$ cat config.mk
export PLATFORM = sky130hd
export DESIGN_NAME = useq_ctrl
export DESIGN_NICKNAME = d
export VERILOG_FILES = /design/src/rtl/useq_pkg.sv /design/src/rtl/useq_rom.sv /design/src/rtl/useq_next.sv /design/src/rtl/useq_ctrl.sv
export SDC_FILE = /design/constraint.sdc
export NUM_CORES = 1
export LEC_CHECK = 0
export BUFFER_PORTS_ARGS = -buffer_cell sky130_fd_sc_hd__buf_2
export CORE_MARGIN = 5
export CORE_UTILIZATION = 45
export DETAILED_ROUTE_END_ITERATION = 16
export GPL_TIMING_DRIVEN = 0
export PLACE_DENSITY = 0.71
export SETUP_SLACK_MARGIN = 0.5
export SLEW_MARGIN = 25
export SYNTH_ARGS = -nofsm -noshare
export SYNTH_HDL_FRONTEND = slang
export SYNTH_SLANG_ARGS = --single-unit
$ cat constraint.sdc
create_clock -name clk -period 1.1 [get_ports clk]
set_input_delay 0.055 -clock clk [delete_from_list [all_inputs] [get_ports clk]]
set_output_delay 0.055 -clock clk [all_outputs]
set_load 0.01 [all_outputs]
$ cat src/rtl/useq_pkg.sv
package useq_pkg;
  typedef enum logic [2:0] {
    UOP_FWD      = 3'd0,
    UOP_BACK     = 3'd1,
    UOP_TURN     = 3'd2,
    UOP_BR_CLEAR = 3'd3,
    UOP_JUMP     = 3'd4
  } uop_e;

  typedef enum logic [1:0] {
    PH_FETCH  = 2'd0,
    PH_DECODE = 2'd1,
    PH_WAIT   = 2'd2
  } phase_e;

  function automatic logic is_action(input logic [2:0] op);
    return (op == UOP_FWD) || (op == UOP_BACK) || (op == UOP_TURN);
  endfunction
endpackage

$ cat src/rtl/useq_rom.sv
module useq_rom #(
  parameter int ADDR_W = 3,
  parameter int ARG_W  = 8
) (
  input  logic              clk,
  input  logic [ADDR_W-1:0] addr,
  output logic [2:0]        op_q,
  output logic [ARG_W-1:0]  arg_q,
  output logic [ADDR_W-1:0] tgt_q
);
  import useq_pkg::*;

  logic [2:0]        op_c;
  logic [ARG_W-1:0]  arg_c;
  logic [ADDR_W-1:0] tgt_c;

  // Patrol program; unused addresses jump back to 0.
  always_comb begin
    op_c  = UOP_JUMP;
    arg_c = '0;
    tgt_c = '0;
    case (int'(addr))
      0: begin op_c = UOP_FWD;      arg_c = ARG_W'(35); end
      1: begin op_c = UOP_BR_CLEAR; tgt_c = ADDR_W'(0); end
      2: begin op_c = UOP_BACK;     arg_c = ARG_W'(10); end
      3: begin op_c = UOP_TURN;     arg_c = ARG_W'(90); end
      4: begin op_c = UOP_JUMP;     tgt_c = ADDR_W'(1); end
      default: ;
    endcase
  end

  // Registered read, as a synchronous ROM.
  always_ff @(posedge clk) begin
    op_q  <= op_c;
    arg_q <= arg_c;
    tgt_q <= tgt_c;
  end
endmodule

$ cat src/rtl/useq_next.sv
module useq_next #(
  parameter int ADDR_W = 3
) (
  input  logic [ADDR_W-1:0] cur,
  input  logic [2:0]        op,
  input  logic [ADDR_W-1:0] tgt,
  input  logic              cond,
  output logic [ADDR_W-1:0] nxt
);
  import useq_pkg::*;

  logic take;

  always_comb begin
    take = (op == UOP_JUMP) || ((op == UOP_BR_CLEAR) && cond);
    nxt  = take ? tgt : cur + ADDR_W'(1);
  end
endmodule

$ cat src/rtl/useq_ctrl.sv
module useq_ctrl #(
  parameter int ADDR_W = 3,
  parameter int ARG_W  = 8
) (
  input  logic              clk,
  input  logic              rst,
  input  logic              path_clear,
  input  logic              act_done,
  output logic              act_stb,
  output logic [2:0]        act_kind,
  output logic [ARG_W-1:0]  act_arg,
  output logic [ADDR_W-1:0] upc
);
  import useq_pkg::*;

  phase_e            phase;
  logic [2:0]        w_op;
  logic [ARG_W-1:0]  w_arg;
  logic [ADDR_W-1:0] w_tgt;
  logic [ADDR_W-1:0] nxt;

  useq_rom #(.ADDR_W(ADDR_W), .ARG_W(ARG_W)) u_rom (
    .clk(clk), .addr(upc), .op_q(w_op), .arg_q(w_arg), .tgt_q(w_tgt)
  );

  useq_next #(.ADDR_W(ADDR_W)) u_next (
    .cur(upc), .op(w_op), .tgt(w_tgt), .cond(path_clear), .nxt(nxt)
  );

  always_ff @(posedge clk) begin
    if (rst) begin
      phase    <= PH_FETCH;
      upc      <= '0;
      act_stb  <= 1'b0;
      act_kind <= '0;
      act_arg  <= '0;
    end else begin
      act_stb <= 1'b0;
      case (phase)
        PH_FETCH: phase <= PH_DECODE;
        PH_DECODE: begin
          if (is_action(w_op)) begin
            act_stb  <= 1'b1;
            act_kind <= w_op;
            act_arg  <= w_arg;
            phase    <= PH_WAIT;
          end else begin
            upc   <= nxt;
            phase <= PH_FETCH;
          end
        end
        PH_WAIT: begin
          if (act_done) begin
            upc   <= nxt;
            phase <= PH_FETCH;
          end
        end
        default: phase <= PH_FETCH;
      endcase
    end
  end

  AST_RESET_STATE: assert property (@(posedge clk)
    rst |=> (upc == '0 && !act_stb));
  AST_STB_SINGLE: assert property (@(posedge clk) disable iff (rst)
    act_stb |=> !act_stb);
  AST_ACTION_STABLE: assert property (@(posedge clk) disable iff (rst)
    (phase == PH_WAIT && !act_done) |=> ($stable(act_kind) && $stable(act_arg)));
  AST_HOLD_WAIT: assert property (@(posedge clk) disable iff (rst)
    (phase == PH_WAIT && !act_done) |=> ($stable(upc) && !act_stb));
  AST_BR_TAKEN: assert property (@(posedge clk) disable iff (rst)
    (phase == PH_DECODE && w_op == UOP_BR_CLEAR && path_clear) |=> (upc == $past(w_tgt)));
  AST_BR_FALL: assert property (@(posedge clk) disable iff (rst)
    (phase == PH_DECODE && w_op == UOP_BR_CLEAR && !path_clear) |=> (upc == $past(upc) + ADDR_W'(1)));
  AST_JUMP: assert property (@(posedge clk) disable iff (rst)
    (phase == PH_DECODE && w_op == UOP_JUMP) |=> (upc == $past(w_tgt)));
  AST_DONE_IGNORED: assert property (@(posedge clk) disable iff (rst)
    (phase == PH_FETCH && act_done) |=> $stable(upc));
endmodule

# Word-level counts from Yosys, hierarchy flattened
# Index checks and enable logic that the tools add are counted.
[word_totals]
ff_bits = 27
elab_cells = 44
[op_classes]
n_addsub = 1
n_eq_ne = 12
muxes = 11
bitwise_logic = 1
reduce_logical = 11
[op_table]
columns = ["operator", "n"]
rows = [
  ["one-hot mux 7 bit (3 select lines)", 1],
  ["== test 3 x 2 -> 1 bit (second input constant)", 4],
  ["one-hot mux 3 bit (4 select lines)", 1],
  ["2-to-1 mux 3 bit", 3],
  ["== test 3 x 1 -> 1 bit (second input constant)", 2],
  ["== test 3 bit (second input constant)", 2],
  ["zero test 3 bit", 2],
  ["one-hot mux 2 bit (3 select lines)", 1],
  ["one-hot mux 3 bit (2 select lines)", 1],
  ["2-to-1 mux 2 bit", 2],
  ["inequality test 2 bit (second input constant)", 2],
  ["adder 3 x 1 -> 3 bit (second input constant)", 1],
  ["logical OR 1 bit", 3],
  ["AND reduction 3 bit", 1],
  ["== test 2 x 1 -> 1 bit (second input constant)", 1],
  ["== test 2 bit (second input constant)", 1],
  ["zero test 2 bit", 1],
  ["2-to-1 mux 1 bit", 2],
  ["AND reduction 2 bit", 1],
  ["nonzero test 2 bit", 1],
  ["OR reduction 2 bit", 1],
  ["logical AND 1 bit", 1],
  ["NOT 1 bit", 1],
]

# Depth between registers and ports, before layout
# Gate-level depths: netlist of run 1.
[depth]
ltp_word = 6
ltp_mapped = 5
ltp_nobuf = 5

# By module
# Synthesis of run 1 repeated with hierarchy kept, for this count alone.
[hier_totals]
hier_cells = 117
hier_area_um2 = 1092.3
[by_module_without_submodules]
columns = ["mod", "n_inst", "cells_each", "area_per_inst_um2", "seq_area_each_um2"]
rows = [
  ["useq_ctrl", 1, 83, 728.2, 340.3],
  ["useq_rom", 1, 25, 267.8, 160.2],
  ["useq_next", 1, 9, 96.3, 0.0],
]

# Worst setup path before layout of run 1
# OpenSTA, ideal clock, no wires.
[synth_timing]
path_type = "register -> register"
from = "reg upc[0]"
to = "reg u_rom.arg_q[4]"
arrival_ns = 1.183
t_required_ns = 0.985
path_slack_ns = -0.198
stages_incl_launch_ff = 6
path_buffers = 0
period_less_slack_ns = 1.298
cell_sequence = "dfxtp_1 > inv_1 > ha_1 > nor2b_1 > or2_1 > and2_1"
[synth_via]
elab_chain_cells = 2
word_cells_on_any_way = 4
[synth_rtl]
columns = ["element", "line_no", "text"]
rows = [
  ["start: declaration", "useq_ctrl.sv:12", "output logic [ADDR_W-1:0] upc"],
  ["start signal: assignment", "useq_ctrl.sv:48", "upc <= nxt;"],
  ["start signal: assignment", "useq_ctrl.sv:54", "upc <= nxt;"],
  ["== test 3 x 2 -> 1 bit / zero test 3 bit (equally long branches)", "useq_rom.sv:22", "case (int'(addr))"],
  ["one-hot mux 7 bit (3 select lines) (*)", "useq_rom.sv:22", ""],
  ["via u_rom.arg_c[4]", "useq_rom.sv:14", "logic [ARG_W-1:0] arg_c;"],
  ["end signal: assignment", "useq_rom.sv:35", "arg_q <= arg_c;"],
  ["end: declaration", "useq_rom.sv:8", "output logic [ARG_W-1:0] arg_q,"],
]
# Mark *: on every way through the listed nets, which the timed path passes. The rest lies on a longest branch.
# A chain may end at the register's enable or synchronous reset.

# Worst setup path in the final report of run 1
[layout_timing]
from = "reg upc[1]"
to = "reg u_rom.arg_q[4]"
# Same word-level chain as after synthesis.

==> results of run 1 <==
## per-stage QoR
stage	worst slack [ps]	hold WS, ps	util [%]
final	-117	-68.5	77.6
after global routing	-159	-103	77.6
after CTS	-64.5	-81.5	70.6
after detailed placement	-86.0	250	56.8
after global placement	-74.1	248	56.8
after floorplan	-35.9	115	-
## final timing paths
path / start / end / slack, ps / cells past startpoint
worst max-delay path: upc[1] / u_rom.arg_q[4] / -120 / 5
worst min-delay path: rst / phase[0] / -70 / 2
worst max register to register: upc[1] / u_rom.arg_q[4] / -120 / 5
worst min register to register: phase[1] / phase[0] / 460 / 1
## state kept, by name, summed over array words and instances, names as in the netlist
signal and flops:
act_arg 4, act_kind 3, act_stb 1, phase 2, u_rom.arg_q 4, u_rom.op_q 3
u_rom.tgt_q 1, upc 3
## cell type report
cell class / instances / area (µm²)
Fill cell: 121 / 390
Sequential cell: 21 / 454
Timing Repair Buffer: 30 / 283
Buffer: 7 / 56.3
Multi-Input combinational cell: 52 / 487
Tap cell: 25 / 31.3
Clock inverter: 1 / 5.00
Clock buffer: 3 / 22.5
Inverter: 3 / 16.3
## kinds of logic after synthesis
group	after synthesis
simple gates	31
flops	21
buf+inv	10
compound gates	8
mux	6
fa+ha+maj	5
other cells	1
## timing repair
item,4_1_cts,5_1_grt
setup buffers,9,5
endpoints found under the hold margin,2,2
setup endpoints to repair,33,34
pin swaps,7,7
resized for setup,35,16
## report_power, final
part           internal, µW  switching, µW  total [µW]
clock                   135            230         365
sequential              787           38.3         825
combinational           135            102         237
total                  1060            370        1430
## metal layers
metal  global-route usage [%]  up-vias
met1                     16.2      326
met4                     6.38        0
met5                        0        -
met3                     3.94        0
li1                         -      334
met2                     28.3       17
## layout by cell type, fill, tap and decap left out, types with 2 or more instances in the layout
master	synthesis	final
sky130_fd_sc_hd__clkbuf_1	2	2
sky130_fd_sc_hd__buf_2	0	4
sky130_fd_sc_hd__dfxtp_1	21	6
sky130_fd_sc_hd__buf_6	1	21
sky130_fd_sc_hd__mux2i_1	6	5
sky130_fd_sc_hd__conb_1	1	2
sky130_fd_sc_hd__ha_4	0	5
sky130_fd_sc_hd__nand3_1	2	2
sky130_fd_sc_hd__dfxtp_4	0	6
sky130_fd_sc_hd__dfxtp_2	0	9
sky130_fd_sc_hd__nand2_1	4	4
sky130_fd_sc_hd__inv_4	0	2
sky130_fd_sc_hd__clkbuf_4	0	3
sky130_fd_sc_hd__a21oi_1	3	2
sky130_fd_sc_hd__nand3b_1	3	3
sky130_fd_sc_hd__a21oi_4	0	2
sky130_fd_sc_hd__nor2_1	13	11
sky130_fd_sc_hd__buf_4	4	10
==> results.md, run 1 <==
- The antenna diode instance count is 0.
- The setup TNS is -505 ps.
- By area, the combinational part of the netlist is dominated by simple AND/OR/NAND/NOR gates.
- Buffers placed on the I/O ports in this run total 16.
- After layout, the minimum clock period comes to between 1000 and 1500 ps.
- The number of top-level pins is 19.
- Timing would allow up to 822 MHz.
- The slew of the pin with the lowest slew margin is between 500 and 600 ps.
- The worst setup path is launched from a register.
- The cell area after layout is 0.00136 mm².
- The area share of fa/ha/maj cells after synthesis is 7.56%.
- In this run the worst path has a maximum fanout of 4.
- The largest stage delay on the critical path is 410 ps.
- The type of the tightest min-delay check is primary input to register.
- The share of flip-flops with an asynchronous set or reset after synthesis is 0%.
- The count of standard-cell rows is 15.
- Synthesis handed over a netlist of 82 instances.
- The number of antenna violations at the first check in global routing is 0.
- The synthesized design spends more area on one cell type than any other, namely sky130_fd_sc_hd__dfxtp_1.
- Synthesis inferred 21 register bits.
- The detailed router finished its first iteration with 8 violations.
- The data required time of the worst path is around 1300 ps.
- Counting instances in the post-synthesis netlist gives the leading cell types as sky130_fd_sc_hd__dfxtp_1, sky130_fd_sc_hd__nor2_1, sky130_fd_sc_hd__mux2i_1.
- The checks that failed: hold timing, setup timing.
- Of the cells placed in the final design, the portion with a size suffix greater than 1 is between 60% and 70%.
- The clock drives 21 sinks.
- After global routing the overflow that remains totals 0.
- In this run the mean area of a mapped cell was approximately 10 µm².
- Summing the areas of all compound-gate instances in the mapped netlist gives roughly 7.3% of the synthesized area.
- The run finished, with violations left.
- The largest net degree at the start of global routing is 13.
- After detailed routing, the met3 layer carries ~90 µm of wire.
- The wire length of the first global-routing pass is between 3 and 4 mm.
- The top-area cell type share of the netlist area is 50.8%.
- In the final routing, the length of wire on met1 measures ~800 µm.
- The signal arrival time at the worst endpoint is between 1000 and 1500 ps.
- The number of synthesis warnings is 0.
- For this run, the total global-route usage over all layers was measured as 15.3%.
- Measured along the y axis, the die boundary spans 52.9 µm.
- Detailed routing placed a total of 1.09 mm of wire on met2.
- sky130_fd_sc_hd__dfxtp_1 is the most common cell in the netlist.
- After detailed placement, the total cell area comes to 991 µm².
- The number of synthesized flops with an enable pin is 0.
- Power spread over the standard cell area amounts to ~1100 mW/mm².
- The flip-flop cell with the highest count after synthesis is sky130_fd_sc_hd__dfxtp_1.
- Setup repair after global routing could not meet its margin everywhere.
- The cell with the largest stage delay on the worst path is sky130_fd_sc_hd__dfxtp_4.
- Of the total synthesized cell area, the portion taken by AND, OR, NAND and NOR gates is approximately 19%.
- The routed layout has around 680 vias.
- The relative slew slack is 64.9%.
- Walking the worst path, the cells encountered are inv_4 -> ha_4 -> nor2b_4 -> or2_1 -> and2_1.
- In the synthesized netlist, mux cells make up 7.26% of the area.
- The total power is 1430 µW.
- The per-cell routed wire length is 14.1 µm.
- The die is 52.9 µm wide.
- TritonCTS built the clock tree.
- The final hold slack is -68.5 ps.
- The region available for standard cell placement spans about 0.0017 mm².
- The area of the die is 0.00280 mm².
- Excluding fillers, the count of instances in the completed layout stands at approximately 140.
- The type of element capturing the critical path is a register.
- The length of the first detailed-routing pass in iterations is 4.
- Of the available clock period, the critical path in the final layout requires 111%.
- The worst setup path is of the register to register kind.
- The number of remaining DRC errors is 0.
- The clock passes through at most 2 buffers.
- The setup violation total in the final timing report is 10.
- Once detailed placement completed, the half-perimeter wirelength came to approximately 1.1 mm.
- The clock transition at the register clock pins on the worst setup and hold paths after CTS is about 120 ps.
- In this run, distinct cell masters in the synthesized netlist total 25.
- The max-cap check violation count is 0.
- For this block, the routed nets add up to 2.00 mm of wire.
- The later pin in the worst-skew pair is clocked with a latency of about 300 ps.
- The weighted congestion at the end of routability-driven global placement is 0.796.
- The maximum ir drop on the vdd rail is approximately 0.0008 V.
- The number of endpoints with negative hold slack in the final report is 2.
- In the routed layout, each cell is associated on average with a via count of around 4.8.
- Routed signal wires occupy layers up through met3.
- For the final database, setup skew stands at roughly 5.2 ps.
- The initial core utilization is roughly 47%.
- Summed over all cells, the static leakage comes to ~0.00058 µW.
- Yosys attributes the largest share of cell area to sky130_fd_sc_hd__dfxtp_1, sky130_fd_sc_hd__ha_1, sky130_fd_sc_hd__mux2i_1.
- The post-synthesis instance area is between 800 and 900 µm².
- The number of global-route vias before repair came to 700.
- Clock tree synthesis inserted a total of 3 buffers.
- The count of placed standard cells including taps is 124.
- The synthesized netlist devotes 0% of its cell area to XOR and XNOR gates.
- The detail route stage leaves a number of antenna-violating nets equal to 0.
- The root buffer cell chosen for the clock tree is sky130_fd_sc_hd__clkbuf_4.
- The H-tree depth reported by CTS is 1.
- The final-report max-slew violation count is 0.
- The post-synthesis to final-layout area growth is 63.8%.
- The count of buffering cells on the critical path with inverters included is 1.
- The part of the Yosys area used for sequential elements is 50.8%.
- The post-layout net count is 127.
- Across all setup checks in the final design, the least slack found is -117 ps.
- Among cell families on the critical path, the largest total delay comes from simple AND/OR/NAND/NOR gates.
Note: power is estimated with default switching activity, not from simulation.
==> run 2, diff against run 1 <==
Settings changed: ABC_AREA from default to 1.
==> run 2 against run 1 <==
Against the previous run: the flow finishes with violations (hold timing); worst setup slack better by 170 ps; synthesized cell count increased by 29%; wire length down 9.0%; register-to-register slack improved by 170 ps; cell area up 1.4%; count of clock-buffer cells in the layout grew 1; critical path type unchanged; highest routed layer is now met4.
==> results.md, run 2 <==
- The post-layout instance count excluding filler cells is ~160.
- In this run the number of H-tree levels came out at 1.
- The met1 wire length is 700 µm.
- The type of the tightest min-delay check is primary input to register.
- The later pin in the worst-skew pair is clocked with a latency of 300 ps.
- The tree is rooted in a sky130_fd_sc_hd__clkbuf_4.
- Setup repair after global routing could not meet its margin everywhere.
- The met2 layer wire length in the routed design is around 1 mm.
- Once the floorplan was initialized, standard cells occupied 48.2% of the core.
- The worst setup path is launched from a register.
- The max-cap check violation count is 0.
- In this run, synthesis inferred 0 flip-flops with an integrated enable.
- Summed over its instances, the top area cell type makes up roughly 50% of the synthesized netlist area.
- The worst hold path terminates at phase[0].
- The number of clock sinks seen by CTS is 21.
- In this run the standard cell core region covers around 0.0017 mm².
- The remaining number of nets flagged by the antenna check after routing is 0.
- In this run, the number of DRC markers left after iteration 0 of detailed routing was 14.
- The number of antenna violations at the first check in global routing is 0.
- VDD sags by at most around 0.0013 V.
- The number of distinct library cell variants in the gate-level netlist after synthesis is 18.
- The largest net degree at the start of global routing is 12.
- Among all cell types in the netlist, the one instantiated most often is sky130_fd_sc_hd__nor2_1.
- Leaving out fill and tap cells, the most frequent cell in the layout is sky130_fd_sc_hd__nor2_1.
- During synthesis, Yosys emitted a total of 0 warnings.
- Data arrives at the worst endpoint at between 1000 and 1500 ps.
- The final hold slack is -52.5 ps.
- The share of the Yosys chip area taken by registers is 50.0%.
- During placement, the flow inserted port buffers numbering 16.
- The clock passes through at most 2 buffers.
- The number of clock buffers added by TritonCTS is 3.
- The cell accounting for the most synthesized area is sky130_fd_sc_hd__dfxtp_1.
- The static power due to leakage is a little over 0.0006 µW.
- The die is between 50 and 60 µm wide.
- The detail-routed via count per cell is around 4.5.
- The per-cell routed wire length is 11.2 µm.
- Setup violations remaining at the end of the flow were counted as 0.
- The number of global-route vias before repair was between 600 and 700.
- The number of cells on the worst reg-to-reg path is 6.
- The die outline height is approximately 53 µm.
- In the layout the commonest cells are sky130_fd_sc_hd__nor2_1, sky130_fd_sc_hd__buf_6, sky130_fd_sc_hd__nand2_1.
- Across all layers, the routed design uses ~730 vias.
- The final-report max-slew violation count came to 0.
- Setup slack on the worst reg-to-reg path comes out at 50 ps.
- The antenna diode instance count is 0.
- The total wire length is around 1.8 mm.
- The layout has 116 filler cells.
- The wire length of the first global-routing pass is 2.77 mm.
- Derived from the worst setup path, the maximum achievable clock frequency is around 950 MHz.
- The number of top-level pins is 19.
- The length of the first detailed-routing pass in iterations is 4.
- The flow ran to the end, but the final reports show violations.
- The estimated wirelength of the detail-placed design is 1.13 mm.
- The total global routing overflow is 0.
- The post-route fraction of the period consumed by the critical path is between 90 and 100%.
- In this run the mean area of a mapped cell was a little under 8 µm².
- The launch instance of the worst min-delay path is rst.
- The checks that failed: hold timing.
- The commonest cells after synthesis are sky130_fd_sc_hd__nor2_1, sky130_fd_sc_hd__dfxtp_1, sky130_fd_sc_hd__nand2_1.
- After technology mapping, the gate count stands at around 110.
- Between clock sinks in the finished design, the worst skew comes to about 1.8 ps.
- Relative to the synthesized area, the layout overhead comes to 63.4%.
- The type of element capturing the critical path is a register.
- The clock transition at the register clock pins on the worst setup and hold paths after CTS is around 110 ps.
- In this run the critical register-to-register path is captured at act_arg[3].
- Power spread over the standard cell area amounts to 2200 mW/mm².
- The critical path start-end classification is register to register.
- The worst hold path was traced through 2 stages.
- The die covers between 0.002 and 0.003 mm².
- For this run, design rule violations remaining after detail routing come to 0.
- The worst-path maximum fanout is 5.
- In the post-synthesis netlist, the biggest area contributors are sky130_fd_sc_hd__dfxtp_1, sky130_fd_sc_hd__nor2_1, sky130_fd_sc_hd__ha_1.
- The setup TNS is 0 ps.
- At the placement stage, the worst setup path has a slack of around 23 ps.
- The data required time of the worst path is approximately 1300 ps.
- The highest metal layer with signal wires is met4.
- The TritonCTS clock tree is done.
- The final critical path time including I/O delays and setup is 1050 ps.
- The startpoint of the worst register-to-register path is phase[0].
- The layout cell share with drive strength beyond 1 is a little under three fifths.
- The flop and latch count out of synthesis is 21.
- The total routing usage reported by global routing is 13.4%.
- The worst-case setup margin in the final layout is around 50 ps.
- In the final layout, the registers with the most flip-flops are act_arg x4, u_rom.arg_q x4.
- After detailed routing, the met3 layer carries roughly 77 µm of wire.
- Counting flops with an async set or reset pin after synthesis yields a share of 0%.
- Once placement completed, the tool counted placed cells totaling 148.
- The number of endpoints with negative hold slack in the final report is 3.
- The post-layout net count is 148.
- The congestion estimate from routability-driven global placement came to ~0.80.
- The post-synthesis instance area is ~840 µm².
- The count of standard-cell rows is 15.
- Among all flip-flop cells after synthesis, the most frequent one is sky130_fd_sc_hd__dfxtp_1.
-- run 2: layout make-up --
| class | instances | area, µm² | share of cell area (%) |
|---|---|---|---|
| Buffer | 5 | 41.3 | 3.01 |
| Clock buffer | 4 | 26.3 | 1.91 |
| Inverter | 14 | 67.6 | 4.92 |
| Multi-Input combinational cell | 68 | 503 | 36.6 |
| Sequential cell | 21 | 448 | 32.6 |
| Tap cell | 25 | 31.3 | 2.28 |
| Timing Repair Buffer | 26 | 256 | 18.7 |
-- run 2: metrics by stage --
stage          total power [µW]  area (µm²)  utilization [%]  hold slack [ps]
2_1_floorplan              1720         903                -              117
3_3_place_gp               1910        1010             58.1              264
3_5_place_dp               1940        1010             58.1              269
4_1_cts                    2720        1270             72.8            -59.0
5_1_grt                    3220        1370             78.7            -59.4
6_report                   3020        1370             78.7            -52.5
-- run 2: how the worst max path moves through the flow --
stage | cells past startpoint | to | startpoint | slack [ps]
6_report | 6 | act_arg[3] | phase[0] | 50
5_1_grt | 6 | upc[1] | u_rom.op_q[1] | -50
4_1_cts | 7 | upc[1] | phase[0] | 50
3_5_place_dp | 7 | upc[1] | phase[0] | 20
3_3_place_gp | 7 | upc[2] | phase[0] | 50
2_1_floorplan | 5 | upc[2] | upc[1] | 100
-- run 2: report_power, final --
group          leakage, µW  total [µW]  switching [µW]  internal [µW]
Clock            0.0000150         362             220            141
Sequential        0.000179        1190             182           1010
Combinational     0.000428        1470             708            762
-- run 2: logic make-up (layout without fill, tap and decap cells) --
logic type / Yosys count / count (layout) / synth area share, %
AOI/OAI and AO/OA: 7 / 7 / 4.17
xor gates and xnor gates: 1 / 1 / 1.04
buffers and inverters: 19 / 49 / 10.3
other: 1 / 2 / 0.446
DFF: 21 / 21 / 50.0
adders and majority gates: 5 / 5 / 7.44
and+or+nand+nor: 52 / 53 / 26.6
-- run 2: repair_timing --
item                                    CTS  global route
gates cloned                              1             0
gates resized for setup                  44            24
endpoints found under the setup margin   33            34
setup buffers                             7             3
pin swaps                                 9             8
endpoints found under the hold margin     3             3
-- run 2: worst max-delay path: stages (launching register included) --
cell and delay, ps:
sky130_fd_sc_hd__dfxtp_4 400, sky130_fd_sc_hd__inv_4 40, sky130_fd_sc_hd__nor2_4 100, sky130_fd_sc_hd__buf_4 120, sky130_fd_sc_hd__nand3_2 100, sky130_fd_sc_hd__o21ai_1 150, sky130_fd_sc_hd__nor2_1 50
-- run 2: metal layers --
metal  GRT usage, %  up-vias
met5              0        -
met4           3.83        0
met3           3.38        3
met2           26.1       15
met1           13.8      330
li1               -      379
